==> config.mk <==
export PLATFORM = sky130hd
export DESIGN_NAME = nibble_cpu
export DESIGN_NICKNAME = d
export VERILOG_FILES = /design/src/rtl/nibble_cpu_pkg.sv /design/src/rtl/nibble_cpu_ctrl.sv /design/src/rtl/nibble_cpu_dpath.sv /design/src/rtl/nibble_cpu.sv
export SDC_FILE = /design/constraint.sdc
export NUM_CORES = 1
export LEC_CHECK = 0
export ABC_AREA = 1
export ABC_CLOCK_PERIOD_IN_PS = 2710
export BUFFER_PORTS_ARGS = -buffer_cell sky130_fd_sc_hd__buf_2
export CORE_UTILIZATION = 46
export DETAILED_ROUTE_END_ITERATION = 8
export GPL_TIMING_DRIVEN = 0
export SLEW_MARGIN = 25
export SYNTH_ARGS = -nofsm -noshare
export SYNTH_HDL_FRONTEND = slang
export SYNTH_SLANG_ARGS = --single-unit
export TNS_END_PERCENT = 20
==> constraint.sdc <==
create_clock -name clk -period 2.71 [get_ports clk]
set_clock_uncertainty 0.15 [all_clocks]
set_input_delay 0 -clock clk [delete_from_list [all_inputs] [get_ports clk]]
set_output_delay 0 -clock clk [all_outputs]
set_load 0.02 [all_outputs]
==> src/rtl/nibble_cpu_pkg.sv <==
package nibble_cpu_pkg;

  typedef enum logic [2:0] {
    PH_FETCH_A,
    PH_FETCH_B,
    PH_DECODE,
    PH_OPERAND,
    PH_EXECUTE,
    PH_STORE,
    PH_HALT
  } phase_e;

  typedef enum logic [1:0] {
    ASEL_PC,
    ASEL_PC_NEXT,
    ASEL_DIRECT,
    ASEL_INDIRECT
  } addr_sel_e;

  typedef enum logic [3:0] {
    OP_LOAD      = 4'h0,
    OP_STORE     = 4'h1,
    OP_STORE_IND = 4'h2,
    OP_IMM       = 4'h3,
    OP_ADD       = 4'h4,
    OP_SUB       = 4'h5,
    OP_JZ        = 4'h6
  } opcode_e;

  typedef struct packed {
    logic      irHiLoad;
    logic      irLoLoad;
    logic      pcBump;
    logic      operandLatch;
    logic      resultLatch;
    logic      regWrite;
    logic      pcLoad;
    logic      memWrite;
    addr_sel_e addrSel;
    logic      dataFromRm;
  } strobe_t;

endpackage

==> src/rtl/nibble_cpu_ctrl.sv <==
module nibble_cpu_ctrl
  import nibble_cpu_pkg::*;
#(
  parameter int OP_W = 4
) (
  input  logic            clk,
  input  logic            rst,
  input  logic [OP_W-1:0] opcode,
  input  logic            rnZero,
  output strobe_t         st,
  output logic            halted
);

  localparam logic [OP_W-1:0] LAST_LEGAL = OP_W'(OP_JZ);

  phase_e phase, phaseNext;
  logic   illegal;

  assign illegal = opcode > LAST_LEGAL;
  assign halted  = (phase == PH_HALT);

  always_comb begin
    case (phase)
      PH_FETCH_A: phaseNext = PH_FETCH_B;
      PH_FETCH_B: phaseNext = PH_DECODE;
      PH_DECODE:  phaseNext = PH_OPERAND;
      PH_OPERAND: phaseNext = PH_EXECUTE;
      PH_EXECUTE: phaseNext = PH_STORE;
      PH_STORE:   phaseNext = illegal ? PH_HALT : PH_FETCH_A;
      default:    phaseNext = PH_HALT;
    endcase
  end

  always_ff @(posedge clk) begin
    if (rst) phase <= PH_FETCH_A;
    else     phase <= phaseNext;
  end

  always_comb begin
    st = '0;
    st.addrSel = ASEL_PC;
    case (phase)
      PH_FETCH_B: begin
        st.addrSel  = ASEL_PC_NEXT;
        st.irHiLoad = 1'b1;
      end
      PH_DECODE: begin
        st.irLoLoad = 1'b1;
        st.pcBump   = 1'b1;
      end
      PH_OPERAND: begin
        st.addrSel      = ASEL_DIRECT;
        st.operandLatch = 1'b1;
      end
      PH_EXECUTE: st.resultLatch = 1'b1;
      PH_STORE: begin
        st.regWrite   = (opcode == OP_W'(OP_LOAD)) || (opcode == OP_W'(OP_IMM)) ||
                        (opcode == OP_W'(OP_ADD))  || (opcode == OP_W'(OP_SUB));
        st.pcLoad     = (opcode == OP_W'(OP_JZ)) && rnZero;
        st.memWrite   = (opcode == OP_W'(OP_STORE)) || (opcode == OP_W'(OP_STORE_IND));
        st.addrSel    = (opcode == OP_W'(OP_STORE_IND)) ? ASEL_INDIRECT : ASEL_DIRECT;
        st.dataFromRm = (opcode == OP_W'(OP_STORE_IND));
      end
      default: ;
    endcase
  end

  AST_WE_SINGLE: assert property (@(posedge clk) disable iff (rst)
    st.memWrite |=> !st.memWrite);
  AST_HALT_HOLD: assert property (@(posedge clk) disable iff (rst)
    halted |=> halted);
  AST_HALT_QUIET: assert property (@(posedge clk) disable iff (rst)
    halted |-> (!st.memWrite && !st.regWrite && !st.pcLoad));

endmodule

==> src/rtl/nibble_cpu_dpath.sv <==
module nibble_cpu_dpath
  import nibble_cpu_pkg::*;
#(
  parameter int DW   = 8,
  parameter int NREG = 16
) (
  input  logic                    clk,
  input  logic                    rst,
  input  strobe_t                 st,
  input  logic [DW-1:0]           memRdata,
  output logic [DW-1:0]           memAddr,
  output logic                    memWe,
  output logic [DW-1:0]           memWdata,
  output logic [DW/2-1:0]         opcode,
  output logic                    rnZero,
  input  logic [$clog2(NREG)-1:0] dbgSel,
  output logic [DW-1:0]           dbgData
);

  localparam int RW   = $clog2(NREG);
  localparam int NW   = DW / 2;
  localparam int IR_W = 2 * DW;

  logic [DW-1:0]   regFile [NREG];
  logic [IR_W-1:0] irReg;
  logic [DW-1:0]   pcReg, opA, opB, result;
  logic [DW-1:0]   operand;
  logic [RW-1:0]   rn, rm;

  assign opcode  = irReg[IR_W-1 -: NW];
  assign rn      = irReg[DW +: RW];
  assign operand = irReg[DW-1:0];
  assign rm      = operand[DW-1 -: RW];
  assign rnZero  = (opA == '0);
  assign dbgData = regFile[dbgSel];

  always_comb begin
    case (st.addrSel)
      ASEL_PC:       memAddr = pcReg;
      ASEL_PC_NEXT:  memAddr = pcReg + DW'(1);
      ASEL_DIRECT:   memAddr = operand;
      default:       memAddr = opA;
    endcase
  end

  assign memWe    = st.memWrite;
  assign memWdata = st.dataFromRm ? opB : opA;

  always_ff @(posedge clk) begin
    if (rst) begin
      irReg  <= '0;
      pcReg  <= '0;
      opA    <= '0;
      opB    <= '0;
      result <= '0;
      for (int i = 0; i < NREG; i++) regFile[i] <= '0;
    end else begin
      if (st.irHiLoad) irReg[IR_W-1:DW] <= memRdata;
      if (st.irLoLoad) irReg[DW-1:0]    <= memRdata;
      if (st.pcBump)   pcReg <= pcReg + DW'(2);
      else if (st.pcLoad) pcReg <= result;
      if (st.operandLatch) begin
        opA <= regFile[rn];
        opB <= regFile[rm];
      end
      if (st.resultLatch) begin
        case (opcode)
          NW'(OP_LOAD): result <= memRdata;
          NW'(OP_IMM):  result <= operand;
          NW'(OP_ADD):  result <= opA + opB;
          NW'(OP_SUB):  result <= opA - opB;
          NW'(OP_JZ):   result <= pcReg + operand;
          default:      result <= opA;
        endcase
      end
      if (st.regWrite) regFile[rn] <= result;
    end
  end

  AST_PC_STEP: assert property (@(posedge clk) disable iff (rst)
    st.pcBump |=> (pcReg == $past(pcReg) + DW'(2)));

endmodule

==> src/rtl/nibble_cpu.sv <==
module nibble_cpu
  import nibble_cpu_pkg::*;
#(
  parameter int DW   = 8,
  parameter int NREG = 16
) (
  input  logic                    clk,
  input  logic                    rst,
  output logic [DW-1:0]           memAddr,
  input  logic [DW-1:0]           memRdata,
  output logic                    memWe,
  output logic [DW-1:0]           memWdata,
  output logic                    halted,
  input  logic [$clog2(NREG)-1:0] dbgSel,
  output logic [DW-1:0]           dbgData
);

  localparam int OP_W = DW / 2;

  strobe_t         st;
  logic [OP_W-1:0] opcode;
  logic            rnZero;

  nibble_cpu_ctrl #(.OP_W(OP_W)) ctrl_i (
    .clk    (clk),
    .rst    (rst),
    .opcode (opcode),
    .rnZero (rnZero),
    .st     (st),
    .halted (halted)
  );

  nibble_cpu_dpath #(.DW(DW), .NREG(NREG)) dpath_i (
    .clk      (clk),
    .rst      (rst),
    .st       (st),
    .memRdata (memRdata),
    .memAddr  (memAddr),
    .memWe    (memWe),
    .memWdata (memWdata),
    .opcode   (opcode),
    .rnZero   (rnZero),
    .dbgSel   (dbgSel),
    .dbgData  (dbgData)
  );

endmodule

## Yosys cells after proc, flatten, opt, wreduce, memory -nomap -nowiden

Memories as Yosys holds them, arrays and structs flattened. A register that Yosys moved wholly into a read port is not among the register bits.
Index checks and enable logic that the tools add are counted.

| operators by class | value |
|---|---|
| $add $sub $neg | 5 |
| order comparisons | 1 |
| equality and inequality tests | 14 |
| mux-type cells | 23 |
| reductions and logical operators | 11 |

Operators by type and width:

| kind | number |
|---|---|
| $pmux W8 S5 | 1 |
| $mux W8 | 4 |
| $pmux W8 S3 | 1 |
| $pmux W3 S6 | 1 |
| $add A8 B8 Y8 | 2 |
| $eq A4 B3 Y1 const B | 3 |
| $mux W1 | 11 |
| $eq A3 B3 Y1 const B | 3 |
| $add A8 B1 Y8 const B | 1 |
| $add A8 B2 Y8 const B | 1 |
| $eq A4 B2 Y1 const B | 2 |
| $logic_not A8 Y1 | 1 |
| $reduce_or A8 Y1 | 1 |
| $sub A8 B8 Y8 | 1 |
| $eq A3 B2 Y1 const B | 2 |
| $mux W3 | 2 |
| $pmux W2 S3 | 1 |
| $eq A4 B1 Y1 const B | 1 |
| $gt A4 B3 Y1 const B | 1 |
| $logic_not A4 Y1 | 1 |
| $logic_or A1 B1 Y1 | 4 |
| $mux W4 | 1 |
| $eq A3 B1 Y1 const B | 1 |
| $logic_not A3 Y1 | 1 |
| 6 further kinds | 6 |

| storage, ports and cells | value |
|---|---|
| register bits after elaboration | 35 |
| RAM bits | 128 |
| bits of input ports | 14 |
| output and inout port bits | 26 |
| word-level logic and storage cells | 60 |
| memories kept | 1 |

Memories:

| memory | depth | width | rd ports | clocked after Yosys merged registers in | wr ports | line | text |
|---|---|---|---|---|---|---|---|
| dpath_i.regFile | 16 | 8 | 3 | 2 | 16 | nibble_cpu_dpath.sv:24 | `logic [DW-1:0] regFile [NREG];` |

## Logic depth before layout (Yosys ltp)

| logic depth | value |
|---|---|
| depth in word-level cells | 10 |
| depth in mapped cells | 17 |
| depth with buffers taken out | 17 |

## By module

A second synthesis with hierarchy kept.

| unflattened totals | value |
|---|---|
| cell total of the unflattened synthesis | 1495 |
| area total of the unflattened synthesis | 11487.3 um^2 |

Modules (own cells, without submodules):

| module | instances | cells each | area an instance (um^2) | sequential area each (um^2) |
|---|---|---|---|---|
| nibble_cpu_dpath | 1 | 1449 | 11197.0 | 4804.6 |
| nibble_cpu_ctrl | 1 | 46 | 290.3 | 60.1 |

## Least setup slack after synthesis

OpenSTA, ideal clock, no wires.

| timing path | value |
|---|---|
| path kind | register to register |
| start | register dpath_i.irReg[14] |
| end | register dpath_i.result[5] |
| setup time | 0.117 ns |
| arrival | 1.965 ns |
| required time | 2.443 ns |
| slack | 0.478 ns |
| stages on the path, launching flop included | 16 |
| path buffers | 0 |
| clock period less this slack | 2.232 ns |
| cell sequence | dfxtp_1 > inv_1 > nor2_2 > nand2_1 > inv_1 > a21oi_1 > xor2_1 > ha_1 > a21oi_1 > nand2_1 > nand3_1 > nand3_1 > o21ai_0 > nand2_1 > nor2_1 > nor2_1 |

| between the ends | value |
|---|---|
| word-level cells in the longest chain between the ends | 2 |
| elaborated cells on any way between the ends | 6 |
| classes of those cells | eq/ne (4); mux (1); reduce/logical (1) |

RTL lines:

| item | line | text |
|---|---|---|
| from (decl) | nibble_cpu_dpath.sv:25 | `logic [IR_W-1:0] irReg;` |
| from (signal, indexed assignment) | nibble_cpu_dpath.sv:58 | `if (st.irHiLoad) irReg[IR_W-1:DW] <= memRdata;` |
| from (signal, indexed assignment) | nibble_cpu_dpath.sv:59 | `if (st.irLoLoad) irReg[DW-1:0] <= memRdata;` |
| $eq A4 B3 Y1 (tied with other cells) | nibble_cpu_dpath.sv:67 | `case (opcode)` |
| $pmux W8 S5 * | nibble_cpu_dpath.sv:67 |  |
| to (signal assigned) | nibble_cpu_dpath.sv:68 | `NW'(OP_LOAD): result <= memRdata;` |
| to (signal assigned) | nibble_cpu_dpath.sv:69 | `NW'(OP_IMM): result <= operand;` |
| to (signal assigned) | nibble_cpu_dpath.sv:70 | `NW'(OP_ADD): result <= opA + opB;` |
| to (decl) | nibble_cpu_dpath.sv:26 | `logic [DW-1:0] pcReg, opA, opB, result;` |

Every way passes the cells marked *; elsewhere a longest branch is shown, timed or not.
A chain may end at the register's enable or synchronous reset.

==> impl_metrics.json <==
{
  "post-route-period-util_pct": 111,
  "critical_path.slowest_cell": "sky130_fd_sc_hd__nor2_1",
  "syn_inst": 1487,
  "fp-row-count": 56,
  "run_status": "finished with violations",
  "violations": "setup timing",
  "worst_slew_pin_slew_ns": 1.41,
  "worst_setup_path_startpoint": "dpath_i.irReg[9]",
  "wl_mm": 51.7,
  "finalMaxSlewViolations": 0,
  "timing_hold_violations_final": 0,
  "ctsRootBufferMaster": "sky130_fd_sc_hd__clkbuf_16",
  "dieHeight_um": 158,
  "postLayoutCoreUtil_pct": 53.3,
  "final_cell_area_um2": 12700,
  "cts_buffers": 17,
  "gp_congestion": 1.06,
  "number_of_maximum_capacitance_constraint_violations": 0,
  "synth_warnings": 0,
  "num_antenna_cells": 0,
  "crit_end": "dpath_i.opA[5]",
  "remaining_drc_errors": 0,
  "synth.lib_cells_used.distinct": 41,
  "post_synth.cell_area_avg_um2": 7.56,
  "final_antenna_net_count": 0,
  "worst_relative_slew_slack_pct": 6.01,
  "critical_path_class": "reg -> reg",
  "post-synth-top-count-cell": "sky130_fd_sc_hd__nand2_1",
  "critical_path_start_type": "register",
  "power.density_cell_area_nw_per_um2": 585,
  "final.fill_count": 2344,
  "grt_first_pass_wirelength_mm": 72.9,
  "first_pass_iters": 6,
  "synth.ff_latch_count": 179,
  "synth_area_leaders": "sky130_fd_sc_hd__edfxtp_1 34%, sky130_fd_sc_hd__dfxtp_1 9.1%, sky130_fd_sc_hd__nand2_1 7.7%",
  "synth_top_area_share_pct": 34.2,
  "detailedPlace.worstSlack_ns": -0.289,
  "dr_total_vias": 12100,
  "power.static_leakage_nw": 4.70,
  "globalRouteOverflowTotal": 0,
  "cell_family_with_most_cp_delay": "simple AND/OR/NAND/NOR gates",
  "drt-wirelength-per-cell_um": 27.4,
  "grt_usage_pct": 41.8,
  "start_util_pct": 47.3,
  "placed_cell_area_um2": 11800,
  "synthesis.area_um2": 11200,
  "crit_path_end_kind": "register",
  "path_max_fanout": 10,
  "floorplan.core_area_um2": 23800,
  "die_width_um": 158,
  "totalPowerFinal_mw": 7.41,
  "path_clk_slew_ns": 0.08,
  "cts_tree": "built",
  "cp.depth": 9,
  "finalWorstPathRequiredPeriod_ns": 3.01,
  "dp.final_hpwl_mm": 39.2,
  "syn2layout_area_growth_pct": 12.7,
  "boundaryPins": 40,
  "antenna_found_initial": 0,
  "synth-edff-count": 128,
  "grt_start_max_net_pins": 22,
  "r2r_end": "dpath_i.opA[5]",
  "worstRegToRegCells": 9,
  "ys_async_sr_fraction_pct": 0,
  "final_net_count": 1588,
  "critical-path-top-cell-by-count": "sky130_fd_sc_hd__nor2_1",
  "drt_iter0_markers": 2019,
  "synth.net_count": 1520,
  "maxClockFrequency_mhz": 332,
  "min_path_type": "in -> reg",
  "synth_sequential_area_ratio_pct": 43.3,
  "number_of_setup_violations_in_the_final_report": 45,
  "clk_latency_ns": 0.46,
  "worst_slack_ns": -0.299,
  "rr_startpoint": "dpath_i.irReg[9]",
  "setup_repair_after_global_routing_missed_its_margin": "yes",
  "routed_via_density": 6.40,
  "synth_top_cells_by_count": "231 x sky130_fd_sc_hd__nand2_1, 187 x sky130_fd_sc_hd__nor2_1, 156 x sky130_fd_sc_hd__o21ai_0",
  "netlist.top_cell.by_area": "sky130_fd_sc_hd__edfxtp_1",
  "buffer_ports.inserted": 36,
  "layout-drive-gt1-share_pct": 8.61,
  "tritoncts_num_sinks": 179,
  "worst_ir_drop_vdd_mv": 0.393,
  "critical_path.cell_chain": "clkbuf_1 > nor2_1 > clkbuf_1 > a22oi_1 > o221ai_1 > nand2_1 > nand4_1 > nor2_1 > nor2_1",
  "dieArea_um2": 25100,
  "critical_path_required_ns": 2.94,
  "cp_num_buf_inv": 2,
  "clock_tree.htree_level_count": 4,
  "worstPathArrival_ns": 3.24,
  "clock_path_buffers": 2,
  "r2r_setup_slack_ns": -0.30,
  "number_of_global_route_vias_before_repair": 10700,
  "cp_slowest_stage_delay_ns": 0.68,
  "ys_dominant_reg_cell": "sky130_fd_sc_hd__edfxtp_1"
}
worst min-delay path: cells and delay by family:
| family | cells | cell delay (ns) |
|---|---|---|
| AOI/OAI and AO/OA | 1 | 0.07 |
| buffers and inverters | 2 | 0.71 |
layout by cell type (no fill, tap or decap), types with 15 or more instances in the layout:
cell / count
sky130_fd_sc_hd__nand4_1: 15
sky130_fd_sc_hd__buf_2: 54
sky130_fd_sc_hd__inv_1: 151
sky130_fd_sc_hd__o221ai_1: 22
sky130_fd_sc_hd__clkbuf_16: 17
sky130_fd_sc_hd__o21ai_0: 154
sky130_fd_sc_hd__nor2_1: 186
sky130_fd_sc_hd__ha_1: 17
sky130_fd_sc_hd__edfxtp_1: 128
sky130_fd_sc_hd__nand3_1: 117
sky130_fd_sc_hd__a22oi_1: 34
sky130_fd_sc_hd__a21oi_1: 153
sky130_fd_sc_hd__nand2_2: 22
sky130_fd_sc_hd__clkbuf_1: 63
sky130_fd_sc_hd__nand2_1: 214
sky130_fd_sc_hd__o211ai_1: 67
sky130_fd_sc_hd__dfxtp_1: 51
area by class of cell:
type                       count  area (um2)  share of cell area, %
clock buffer                  17         425                   3.36
timing repair buffer          49         300                   2.37
inverter                     160         601                   4.74
clock inverter                15         201                   1.59
buffer                        91         368                   2.90
sequential                   179        4860                   38.4
tap                          319         399                   3.15
multi-input combinational   1057        5510                   43.5
how the worst min path moves through the flow:
stage                     slack, ns               end  cells after the start  start
after CTS                      0.20  dpath_i.pcReg[0]                      3    rst
after detailed placement       0.14  dpath_i.pcReg[0]                      2    rst
final                          0.22  dpath_i.pcReg[0]                      3    rst
after floorplan               -0.08   ctrl_i.phase[1]                      1    rst
after global routing           0.23  dpath_i.pcReg[0]                      3    rst
after global placement         0.13   ctrl_i.phase[1]                      2    rst
metal layers:
layer	vias to the layer above	global-route usage, %	share of wire [%]
met3	151	9.31	12
met1	5713	58.7	41
met4	0	18.2	4.4
met5	-	0	0
met2	896	61.3	43
li1	5317	-	-
kinds of logic after synthesis:
| kind of cell | Yosys count | synth area share, % |
|---|---|---|
| DFF | 179 | 43.3 |
| and+or+nand+nor | 576 | 21.6 |
| xor gates and xnor gates | 9 | 0.701 |
| AOI/OAI and AO/OA | 453 | 23.6 |
| buffers and inverters | 251 | 8.57 |
| adders and majority gates | 19 | 2.25 |
state kept, by name (all words and copies together), names as in the netlist:
name / count
dpath_i.regFile: 128
dpath_i.irReg: 16
dpath_i.opA: 8
dpath_i.opB: 8
dpath_i.pcReg: 8
dpath_i.result: 8
ctrl_i.phase: 3
where the power goes:
| part | internal (mW) | total [mW] | switching (mW) |
|---|---|---|---|
| clock | 1.27 | 2.66 | 1.39 |
| combinational | 0.432 | 1.59 | 1.16 |
| sequential | 3.03 | 3.16 | 0.128 |
timing repair:
item                       4_1_cts  5_1_grt
setup endpoints to repair      121      150
hold endpoints to repair        24        0
pin swaps                        1        1
buffers inserted                 2        2
gates resized for setup         15       21
hold buffers                     9        0
per-stage QoR:
step / hold WS, ns / setup TNS (ns) / std cells
global placement: 0.132 / -13.91 / 1842
global route: 0.233 / -3.29 / 1887
CTS: 0.202 / -0.390 / 1885
detailed placement: 0.136 / -16.13 / 1842
finish: 0.218 / -3.32 / 1887
floorplan: -0.0776 / 0 / 1487
Power figures use the tool's default switching activity.
